**src/rtl/cas_pkg.sv**
```systemverilog
package cas_pkg;
    typedef enum logic [1:0] {ST_IDLE, ST_RD, ST_WR} cas_state_e;

    localparam logic [1:0] MODE_RMW   = 2'd1;
    localparam logic [1:0] MODE_AONLY = 2'd2;

    localparam logic [2:0] REG_CTRL = 3'd0;
    localparam logic [2:0] REG_TRIG = 3'd1;
    localparam logic [2:0] REG_MASK = 3'd2;
    localparam logic [2:0] REG_CMP  = 3'd3;
    localparam logic [2:0] REG_SWAP = 3'd4;
    localparam logic [2:0] REG_STAT = 3'd5;
endpackage

```
**src/rtl/cas_regs.sv**
```systemverilog
module cas_regs
    import cas_pkg::*;
#(
    parameter int AW = 32,
    parameter int DW = 32
) (
    input  logic          clk,
    input  logic          rst_n,
    input  logic          cfg_we,
    input  logic [2:0]    cfg_addr,
    input  logic [DW-1:0] cfg_wdata,
    output logic [DW-1:0] cfg_rdata,
    input  logic          err_set,
    output logic [1:0]    mode,
    output logic          io_sel,
    output logic [AW-1:0] trig,
    output logic [DW-1:0] mask,
    output logic [DW-1:0] cmp,
    output logic [DW-1:0] swap,
    output logic          err
);
    typedef struct packed {
        logic [1:0]    mode;
        logic          io;
        logic [AW-1:0] trig;
        logic [DW-1:0] mask;
        logic [DW-1:0] cmp;
        logic [DW-1:0] swap;
        logic          err;
    } regs_t;

    regs_t r_d, r_q;
    logic  clr_req;

    assign clr_req = cfg_we && (cfg_addr == REG_STAT) && cfg_wdata[0];

    always_comb begin
        r_d = r_q;
        if (cfg_we) begin
            case (cfg_addr)
                REG_CTRL: begin
                    r_d.mode = cfg_wdata[1:0];
                    r_d.io   = cfg_wdata[2];
                end
                REG_TRIG: r_d.trig = cfg_wdata[AW-1:0];
                REG_MASK: r_d.mask = cfg_wdata;
                REG_CMP:  r_d.cmp  = cfg_wdata;
                REG_SWAP: r_d.swap = cfg_wdata;
                REG_STAT: if (cfg_wdata[0]) r_d.err = 1'b0;
                default: ;
            endcase
        end
        if (err_set) r_d.err = 1'b1;
    end

    always_ff @(posedge clk) begin
        if (!rst_n) r_q <= '0;
        else        r_q <= r_d;
    end

    always_comb begin
        cfg_rdata = '0;
        case (cfg_addr)
            REG_CTRL: cfg_rdata[2:0] = {r_q.io, r_q.mode};
            REG_TRIG: cfg_rdata[AW-1:0] = r_q.trig;
            REG_MASK: cfg_rdata = r_q.mask;
            REG_CMP:  cfg_rdata = r_q.cmp;
            REG_SWAP: cfg_rdata = r_q.swap;
            REG_STAT: cfg_rdata[0] = r_q.err;
            default: ;
        endcase
    end

    assign mode   = r_q.mode;
    assign io_sel = r_q.io;
    assign trig   = r_q.trig;
    assign mask   = r_q.mask;
    assign cmp    = r_q.cmp;
    assign swap   = r_q.swap;
    assign err    = r_q.err;

    AST_ERR_STICKY: assert property (@(posedge clk) disable iff (!rst_n)
        (err && !clr_req) |=> err);
    AST_ERR_CLEAR: assert property (@(posedge clk) disable iff (!rst_n)
        (clr_req && !err_set) |=> !err);
endmodule

```
**src/rtl/cas_match.sv**
```systemverilog
module cas_match
    import cas_pkg::*;
#(
    parameter int AW = 32,
    parameter int DW = 32
) (
    input  logic [1:0]    mode,
    input  logic          io_sel,
    input  logic [AW-1:0] trig,
    input  logic [AW-1:0] up_addr,
    input  logic          up_io,
    input  logic [DW-1:0] rd_word,
    input  logic [DW-1:0] mask,
    input  logic [DW-1:0] cmp,
    input  logic [DW-1:0] swap,
    output logic          hit,
    output logic          aonly,
    output logic          equal,
    output logic [DW-1:0] merged
);
    logic armed;

    assign armed  = (mode == MODE_RMW) || (mode == MODE_AONLY);
    assign hit    = armed && (io_sel == up_io) && (up_addr[AW-1:2] == trig[AW-1:2]);
    assign aonly  = (mode == MODE_AONLY);
    assign equal  = ((rd_word ^ cmp) & mask) == '0;
    assign merged = (rd_word & ~mask) | (swap & mask);
endmodule

```
**src/rtl/cas_engine.sv**
```systemverilog
module cas_engine
    import cas_pkg::*;
#(
    parameter int AW = 32,
    parameter int DW = 32
) (
    input  logic          clk,
    input  logic          rst_n,
    input  logic          cfg_we,
    input  logic [2:0]    cfg_addr,
    input  logic [DW-1:0] cfg_wdata,
    output logic [DW-1:0] cfg_rdata,
    input  logic          up_req,
    input  logic [AW-1:0] up_addr,
    input  logic          up_io,
    output logic          up_ack,
    output logic          up_err,
    output logic [DW-1:0] up_rdata,
    output logic          dn_req,
    output logic          dn_we,
    output logic          dn_lock,
    output logic          dn_aonly,
    output logic          dn_io,
    output logic [AW-1:0] dn_addr,
    output logic [DW-1:0] dn_wdata,
    input  logic [DW-1:0] dn_rdata,
    input  logic          dn_ack,
    input  logic          dn_err,
    output logic          err_flag
);
    typedef struct packed {
        cas_state_e    st;
        logic          hit;
        logic          aonly;
        logic          io;
        logic [AW-1:0] addr;
        logic [DW-1:0] wdata;
        logic [DW-1:0] rdata;
        logic          ack;
        logic          uerr;
    } fsm_t;

    fsm_t f_d, f_q;

    logic [1:0]    mode;
    logic          io_sel, err_set, hit, aonly, equal;
    logic [AW-1:0] trig;
    logic [DW-1:0] mask, cmp, swap, merged;

    cas_regs #(.AW(AW), .DW(DW)) u_regs (
        .clk(clk), .rst_n(rst_n), .cfg_we(cfg_we), .cfg_addr(cfg_addr),
        .cfg_wdata(cfg_wdata), .cfg_rdata(cfg_rdata), .err_set(err_set),
        .mode(mode), .io_sel(io_sel), .trig(trig), .mask(mask), .cmp(cmp),
        .swap(swap), .err(err_flag)
    );

    cas_match #(.AW(AW), .DW(DW)) u_match (
        .mode(mode), .io_sel(io_sel), .trig(trig), .up_addr(up_addr),
        .up_io(up_io), .rd_word(dn_rdata), .mask(mask), .cmp(cmp),
        .swap(swap), .hit(hit), .aonly(aonly), .equal(equal), .merged(merged)
    );

    always_comb begin
        f_d      = f_q;
        f_d.ack  = 1'b0;
        f_d.uerr = 1'b0;
        err_set  = 1'b0;
        case (f_q.st)
            ST_IDLE: begin
                if (up_req && !f_q.ack) begin
                    f_d.st    = ST_RD;
                    f_d.hit   = hit;
                    f_d.aonly = hit && aonly;
                    f_d.io    = up_io;
                    f_d.addr  = {up_addr[AW-1:2], 2'b00};
                end
            end
            ST_RD: begin
                if (dn_err) begin
                    f_d.st    = ST_IDLE;
                    f_d.ack   = 1'b1;
                    f_d.uerr  = 1'b1;
                    f_d.rdata = dn_rdata;
                    err_set   = f_q.hit;
                end else if (dn_ack) begin
                    f_d.rdata = dn_rdata;
                    f_d.wdata = merged;
                    if (f_q.hit && !f_q.aonly && equal) begin
                        f_d.st = ST_WR;
                    end else begin
                        f_d.st  = ST_IDLE;
                        f_d.ack = 1'b1;
                    end
                end
            end
            ST_WR: begin
                if (dn_err || dn_ack) begin
                    f_d.st   = ST_IDLE;
                    f_d.ack  = 1'b1;
                    f_d.uerr = dn_err;
                    err_set  = dn_err;
                end
            end
            default: f_d.st = ST_IDLE;
        endcase
    end

    always_ff @(posedge clk) begin
        if (!rst_n) f_q <= '{st: ST_IDLE, default: '0};
        else        f_q <= f_d;
    end

    assign dn_req   = (f_q.st != ST_IDLE);
    assign dn_we    = (f_q.st == ST_WR);
    assign dn_lock  = f_q.hit && (f_q.st != ST_IDLE);
    assign dn_aonly = f_q.aonly && (f_q.st == ST_RD);
    assign dn_io    = f_q.io;
    assign dn_addr  = f_q.addr;
    assign dn_wdata = f_q.wdata;
    assign up_ack   = f_q.ack;
    assign up_err   = f_q.uerr;
    assign up_rdata = f_q.rdata;

    AST_LOCK_WITH_REQ: assert property (@(posedge clk) disable iff (!rst_n)
        dn_lock |-> dn_req);
    AST_WRITE_LOCKED: assert property (@(posedge clk) disable iff (!rst_n)
        (dn_req && dn_we) |-> dn_lock);
    AST_AONLY_NO_WRITE: assert property (@(posedge clk) disable iff (!rst_n)
        dn_aonly |=> !dn_we);
    AST_MERGE_SWAP: assert property (@(posedge clk) disable iff (!rst_n)
        $rose(dn_we) |-> (((dn_wdata ^ $past(swap)) & $past(mask)) == '0));
    AST_MERGE_KEEP: assert property (@(posedge clk) disable iff (!rst_n)
        $rose(dn_we) |-> (((dn_wdata ^ $past(dn_rdata)) & ~$past(mask)) == '0));
    AST_ACK_PULSE: assert property (@(posedge clk) disable iff (!rst_n)
        up_ack |=> !up_ack);
    AST_REQ_HELD: assert property (@(posedge clk) disable iff (!rst_n)
        (dn_req && !dn_ack && !dn_err) |=> dn_req);
endmodule

```
**config.mk**
```make
export PLATFORM = sky130hd
export DESIGN_NAME = cas_engine
export DESIGN_NICKNAME = d
export VERILOG_FILES = /design/src/rtl/cas_pkg.sv /design/src/rtl/cas_regs.sv /design/src/rtl/cas_match.sv /design/src/rtl/cas_engine.sv
export SDC_FILE = /design/constraint.sdc
export NUM_CORES = 1
export LEC_CHECK = 0
export ABC_AREA = 1
export BUFFER_PORTS_ARGS = -buffer_cell sky130_fd_sc_hd__buf_2
export CAP_MARGIN = 20
export CORE_MARGIN = 10
export CORE_UTILIZATION = 42
export DETAILED_ROUTE_END_ITERATION = 10
export SLEW_MARGIN = 25
export SYNTH_ARGS = -nofsm -noshare
export SYNTH_HDL_FRONTEND = slang
export SYNTH_SLANG_ARGS = --single-unit
```
**constraint.sdc**
```tcl
create_clock -name clk -period 2.9 [get_ports clk]
set_clock_uncertainty 0.1 [all_clocks]
set_input_delay 0.58 -clock clk [delete_from_list [all_inputs] [get_ports clk]]
set_output_delay 0.58 -clock clk [all_outputs]
set_load 0.03 [all_outputs]
```
[Yosys cells after proc, flatten, opt, wreduce, memory -nomap -nowiden]
Cells that the tools add are included.
Cells by class
  muxes and demuxes: 22
  equal/unequal tests: 14
  reduce and logical (&&, ||, !) cells: 30
  bitwise gates (word level): 7
Operators with widths (number)
  case mux 29 bit (4 select lines): 1
  AND 32 bit: 3
  2-to-1 mux 33 bit: 2
  2-to-1 mux 37 bit: 1
  zero test 32 bit: 1
  NOT 32 bit: 1
  bitwise OR 32 bit: 1
  bitwise XOR 32 bit: 1
  == test 30 bit: 1
  AND reduction 2 bit: 7
  2-to-1 mux 2 bit: 5
  case mux 2 bit (5 select lines): 1
  nonzero test 2 bit: 5
  AND reduction 3 bit: 3
  logical AND 1 bit: 8
  2-to-1 mux 1 bit: 8
  == test 3 x 2 -> 1 bit, second input constant: 2
  == test 3 bit, second input constant: 2
  case mux 1 bit (6 select lines): 1
  case mux 2 bit (3 select lines): 1
  == test 2 x 1 -> 1 bit, second input constant: 2
  == test 2 bit, second input constant: 2
  case mux 2 bit (2 select lines): 1
  == test 3 x 1 -> 1 bit, second input constant: 1
  10 further kinds: 12
Storage, ports and cells
  bits in registers: 233
  word-level logic and storage cells: 89
  output and inout port bits: 136
  input bits: 106

[Logic depth before layout (Yosys ltp)]
Gate-level depths: netlist of the first run.
  depth after elaboration: 8
  depth in mapped cells: 10
  gate-level depth less buffers: 10

[Modules after synthesis]
From an unflattened synthesis of the first run, not the netlist that was laid out.
Unflattened totals
  cells, all modules: 1934
  area total of the unflattened synthesis: 12505.7 um^2
Modules (own cells, without submodules)
  cas_regs: instances 1, cells an instance 1052, sequential area each 2642.5 um^2, area each 6508.7 um^2
  cas_engine: instances 1, cells an instance 560, sequential area each 2021.9 um^2, area each 4503.1 um^2
  cas_match: instances 1, cells an instance 322, sequential area each 0.0 um^2, area each 1493.9 um^2

[Worst setup path before layout of the first run]
Ideal clock, no wire load.
  path kind: input port to output port
  start point: input cfg_addr[0]
  end point: output cfg_rdata[1]
  buffers on the path: 1
  stages: 7
  arrival: 1.535 ns
  required time: 2.220 ns
  slack: 0.685 ns
  path through: inv_2 > nor2_2 > nand2_2 > inv_2 > buf_6 > a221oi_1 > o21ai_0
On the way
  cells in the longest elaborated chain, start to end: 2
  elaborated cells on any way between the ends: 6
  those cells by class: eq/ne (4); mux (1); reduce/logical (1)
RTL lines
  start, declared: RTL line cas_engine.sv:10  | input logic [2:0] cfg_addr,
  == test 3 bit, or another cell as far along: RTL line cas_regs.sv:63  | case (cfg_addr)
  case mux 2 bit (5 select lines) (*): RTL line cas_regs.sv:63
  end, declared: RTL line cas_engine.sv:12  | output logic [DW-1:0] cfg_rdata,
Mark *: on every way between the ends. The rest lies on a longest branch, timed or not.

[Worst setup path in the final report of the first run]
  start point: input cfg_addr[0]
  end point: output cfg_rdata[22]
On the way
  cells in the longest elaborated chain, start to end: 2
  elaborated cells on any way between the ends: 5
  those cells by class: eq/ne (4); mux (1)
RTL lines (RTL line)
  == test 3 bit, or another cell as far along: cas_regs.sv:63
  case mux 29 bit (4 select lines) (*): cas_regs.sv:63
Marked as above.

==> results.cfg, run 1 <==
[critical_path]
critical_path_class = in2out
critPathMaxFanout = 14
required_ns = 2.22
cp-end-kind = output pin
crit_arrival_ns = 2.00
crit_path_start_kind = input port

[timing]
max_slew_margin = 0.437
hold_violations = 0
finalCriticalPeriod_ns = 2.68
grt_setup_unrepaired = no
worstMarginPinSlew_ns = 0.843
setup_viol = 0
finalSetupTns_ns = 0
fmax_mhz = 374
maxSlewViolCount = 0
min_period_over_period = 0.923

[synthesis]
ys_seq_area_frac = 0.421
synth_cell_types = 33
ys_ff_latch = 233
synth_edf_count = 0
synthCells = 1503
avgSynthCellArea_um2 = 7.37
syn_area_um2 = 11100
yosys_warnings = 0
ys_async_sr_fraction = 0
postSynth.topFlopCell = dfxtp_1

[floorplanning]
die_w_um = 182
die_h_um = 182
rows = 59
io_pins = 242
die_area_um2 = 33300
design.core.area_um2 = 26000
initial_utilization = 0.426

[routing]
viasPerCell = 5.19
wl_per_cell_um = 18.8
initialDrtViolationCount = 690
detail_route.first_pass.iterations = 5
via_count = 10221
drc = 0
antenna_left = 0
totalWireLength_um = 37000

[flow_run]
cap_violations = 0

[pwr]
clockPowerShare = 0.414
p_per_area_nw_per_um2 = 607
p_leak_uw = 0.00566
power_switching_uw = 2140
ir_drop_uv = 454
p_comb_frac = 0.135
swShare = 0.278
internal_power_uw = 5550
seq_power_share = 0.450

[place]
io_buffers = 237
hpwl_um = 26900
place_congestion = 0.892
placed_cells = 1922

[cells_and_area]
area_growth_pct = 14.3
finalNonFillerCells = 1971
register_area_um2 = 4660
nets = 1725
multi_input_area_um2 = 4610
drive_gt1_frac = 0.197
n_fill_cell = 2649

[clock_network]
clock_tree.buffer_depth = 3
postCtsSetupRepairBufs = 0
cts-root-buf = clkbuf_16
path_clk_slew_ns = 0.06
clkSinkCount = 233
post_cts_resize_count = 0
cts_hold_buf = 0
cts_tree = built
numCtsBuffers = 26
clk_latency_ns = 0.53
htreeDepth = 1

[global_route]
antenna_found_initial = 8
overflow = 0
grt_max_degree = 85
grt_pass1_wl_um = 57300
grt_use_total = 0.214
grt_pass1_vias = 9798

[worst_hold_path]
hp-class = in2reg

[run_status]
status = finished, final reports clean
routing by layer:
metal	up-vias	routed length (um)	track usage
met1	4709	17400	0.295
li1	5139	-	-
met2	327	16400	0.333
met5	-	33	0
met4	6	453	0.0404
met3	40	2810	0.0516
power by group through the flow:
| stage | sequential (uW) | combinational, uW | clock, uW |
|---|---|---|---|
| 2_1_floorplan | 3500 | 796 | 0 |
| 3_3_place_gp | 3520 | 1030 | 0 |
| 3_5_place_dp | 3530 | 1040 | 0 |
| 4_1_cts | 3460 | 1050 | 3240 |
| 5_1_grt | 3480 | 1150 | 3380 |
| 6_report | 3460 | 1040 | 3180 |
path summary, 6_finish.rpt:
| kind | end | depth (start not counted) | slack, ns | from |
|---|---|---|---|---|
| worst max-delay path | cfg_rdata[22] | 8 | 0.22 | cfg_addr[0] |
| worst min-delay path | dn_addr[18]$_SDFFE_PN0P_ | 3 | 0.21 | up_addr[18] |
| worst max register to register | dn_addr[31]$_SDFFE_PN0P_ | 7 | 0.76 | f_q[102]$_SDFFE_PN0P_ |
| worst min register to register | dn_wdata[6]$_SDFFE_PN0P_ | 2 | 0.34 | dn_wdata[6]$_SDFFE_PN0P_ |
flip-flops by register name, summed over array words and instances (netlist names):
signal         count
u_regs.swap       32
u_regs.trig       32
dn_wdata          32
u_regs.mode        2
dn_addr           30
u_regs.err         1
u_regs.mask       32
u_regs.io_sel      1
up_err             1
up_ack             1
dn_io              1
up_rdata          32
f_q                4
u_regs.cmp        32
synth_stat cells (18+ instances only):
cell type | count | area [um^2]
dfxtp_1 | 233 | 4660
nor2_1 | 211 | 792
o21ai_0 | 194 | 971
inv_1 | 171 | 642
nand2_1 | 144 | 541
a21oi_1 | 135 | 676
buf_4 | 96 | 721
a211oi_1 | 64 | 480
nand3_1 | 39 | 195
clkbuf_1 | 36 | 135
buf_2 | 33 | 165
o22ai_1 | 31 | 194
a221o_1 | 29 | 290
o21ai_1 | 18 | 90.1
metrics by stage:
step	instance area [um^2]	power, uW	hold WS (ns)	util	worst slack (ns)
finish	12700	7690	0.208	0.487	0.223
global route	12700	8010	0.208	0.487	0.164
CTS	12600	7750	0.194	0.487	0.270
floorplan	11100	4300	0.324	-	0.685
global placement	11800	4560	0.333	0.455	0.288
detailed placement	11800	4570	0.334	0.455	0.255
kinds of logic (layout without fill, tap and decap cells):
family	Yosys count	in the layout	synth area share
other	1	6	0.000339
AOI/OAI and AO/OA	475	475	0.247
buffers and inverters	358	486	0.163
adders and majority gates	4	4	0.00452
and+or+nand+nor	421	421	0.155
DFF	233	233	0.421
xor gates and xnor gates	11	11	0.00870
placed cells by master (no fill, tap or decap), types with 31 or more instances in the layout:
master    count
o22ai_1      31
nand2_1     144
nand3_1      39
o21ai_0     194
dfxtp_1     233
a211oi_1     64
inv_1       171
a21oi_1     135
buf_2       236
nor2_1      211
final cells by class:
class / count / share of cell area
Antenna cell: 4 / 0.000791
Clock buffer: 42 / 0.0634
Clock inverter: 3 / 0.00119
Inverter: 182 / 0.0540
Multi-Input combinational cell: 913 / 0.364
Sequential cell: 233 / 0.368
Tap cell: 335 / 0.0331
Timing Repair Buffer: 259 / 0.115
worst max-delay path, stage by stage:
cell	delay (ns)
buf_2	0.12
inv_2	0.05
nor2_2	0.15
nand2_2	0.10
inv_2	0.30
buf_4	0.27
a221o_1	0.22
buf_2	0.21
No activity file was read; power rests on OpenSTA's default activity.
==> run 2: changes to the inputs <==
--- a/config.mk
+++ b/config.mk
@@ -11,6 +11,7 @@
 export CORE_MARGIN = 10
 export CORE_UTILIZATION = 42
 export DETAILED_ROUTE_END_ITERATION = 10
+export REMOVE_ABC_BUFFERS = 1
 export SLEW_MARGIN = 25
 export SYNTH_ARGS = -nofsm -noshare
 export SYNTH_HDL_FRONTEND = slang
==> run 2 against run 1 <==
Utilization grew 0.17 points. Via count is 0.57% higher. Design area is 0.35% higher. Worst setup slack gained 0.0077 ns. Maximum frequency is 0.29% higher. Global-route usage grew 0.10 points. Combinational power increased by 4%. Final cell count rose by 0.41%. Routed wire length is 1.9% higher. Hold slack lost 0.0067 ns. Sequential power about the same. Critical path type unchanged. Largest cell class unchanged. Highest routed layer unchanged.
==> results.cfg, run 2 (synthesis results as in run 1) <==
[clock_network]
clkSinkCount = 233
post_cts_resize_count = 0
cts-root-buf = clkbuf_16
path_clk_slew_ns = 0.06
htreeDepth = 1
cts_hold_buf = 0
postCtsSetupRepairBufs = 0
numCtsBuffers = 27
clk_latency_ns = 0.53
cts_tree = built
clock_tree.buffer_depth = 3

[timing]
finalCriticalPeriod_ns = 2.67
min_period_over_period = 0.920
timing.final.ws_setup_ns = 0.231
setup_viol = 0
finalSetupTns_ns = 0
hold_violations = 0
maxSlewViolCount = 0
grt_setup_unrepaired = no
worstMarginPinSlew_ns = 0.785
max_slew_margin = 0.476
fmax_mhz = 375

[global_route]
overflow = 0
grt_pass1_vias = 9735
grt_max_degree = 83
antenna_found_initial = 5
grt_use_total = 0.215
grt_pass1_wl_um = 57000

[worst_hold_path]
whs_endpoint = dn_addr[26]$_SDFFE_PN0P_
whs_path_depth = 3
hp-class = in2reg
min_from = up_addr[26]

[routing]
viasPerCell = 5.19
totalWireLength_um = 37700
initialDrtViolationCount = 752
via_count = 10279
wl_per_cell_um = 19.1
detail_route.first_pass.iterations = 5
antenna_left = 0
drc = 0

[critical_path]
rrSetupSlack_ns = 0.71
rr_worst_depth = 8
crit_path_start_kind = input port
required_ns = 2.22
critical_path_class = in2out
cp-end-kind = output pin
crit_arrival_ns = 1.99
timing.rr.end = up_rdata[7]$_SDFFE_PN0P_
critPathMaxFanout = 13
reg2reg_from = f_q[102]$_SDFFE_PN0P_

[place]
place_ws_ns = 0.241
placed_cells = 1927
place_congestion = 0.906
hpwl_um = 26800
io_buffers = 237

[cells_and_area]
n_fill_cell = 2641
mostFrequentLayoutCell = buf_2
register_area_um2 = 4660
area_growth_pct = 14.7
fin_util = 0.489
nets = 1732
finalNonFillerCells = 1979
drive_gt1_frac = 0.202
multi_input_area_um2 = 4610
most-common-layout-cells = buf_2, dfxtp_1, nor2_1

[floorplanning]
die_h_um = 182
die_w_um = 182
initial_utilization = 0.426
rows = 59
design.core.area_um2 = 26000
die_area_um2 = 33300
io_pins = 242

[pwr]
p_total_uw = 7740
ir_drop_uv = 388
p_per_area_nw_per_um2 = 610
p_leak_uw = 0.00568

[run_status]
status = finished, final reports clean

[flow_run]
cap_violations = 0
-- run 2: changes by cell type in the layout (fill, tap and decap cells not counted), sizes merged --
cell / delta
buf: +6
clkinv: +2
clkinvlp: +2
clkbuf: -1
inv: -1
-- run 2: critical path, stage by stage --
cell and delay, ns:
buf_2 0.13, nor2_1 0.17, nand2_1 0.24, buf_4 0.29, o22ai_1 0.18, a221o_1 0.18
buf_2 0.21
-- run 2: report_power, final --
group          switching, uW  total (uW)  internal (uW)
Sequential              92.7        3450           3360
Clock                   1330        3210           1880
Combinational            753        1080            322
Total                   2180        7740           5560
-- run 2: cell type report --
type	instances	area share
clock inverters	6	0.00276
well taps	335	0.0330
inverters	182	0.0538
clock buffers	41	0.0628
diodes	4	0.000788
multi-input cells	913	0.363
flip-flops and latches	233	0.367
repair buffers	265	0.117
-- run 2: how the worst max path moves through the flow --
stage | from | to | slack (ns) | cells after the start
finish | cfg_addr[1] | cfg_rdata[6] | 0.23 | 7
global route | cfg_addr[1] | cfg_rdata[18] | 0.1 | 7
CTS | cfg_addr[1] | cfg_rdata[6] | 0.23 | 7
detailed placement | cfg_addr[1] | cfg_rdata[6] | 0.24 | 7
global placement | cfg_addr[1] | cfg_rdata[6] | 0.28 | 7
floorplan | cfg_addr[1] | cfg_rdata[1] | 0.24 | 7
-- run 2: stage by stage --
stage	hold WS (ns)	area (um^2)
2_1_floorplan	0.342	9960
3_3_place_gp	0.339	11800
3_5_place_dp	0.346	11800
4_1_cts	0.189	12700
5_1_grt	0.202	12700
6_report	0.202	12700
-- run 2: layer usage --
metal  global-route usage  vias up  part of all wire
li1                     -     5143                 -
met1                0.273     4757              0.44
met2                0.360      327              0.47
met3               0.0493       50             0.074
met4               0.0540        2             0.019
met5                    0        -           0.00027
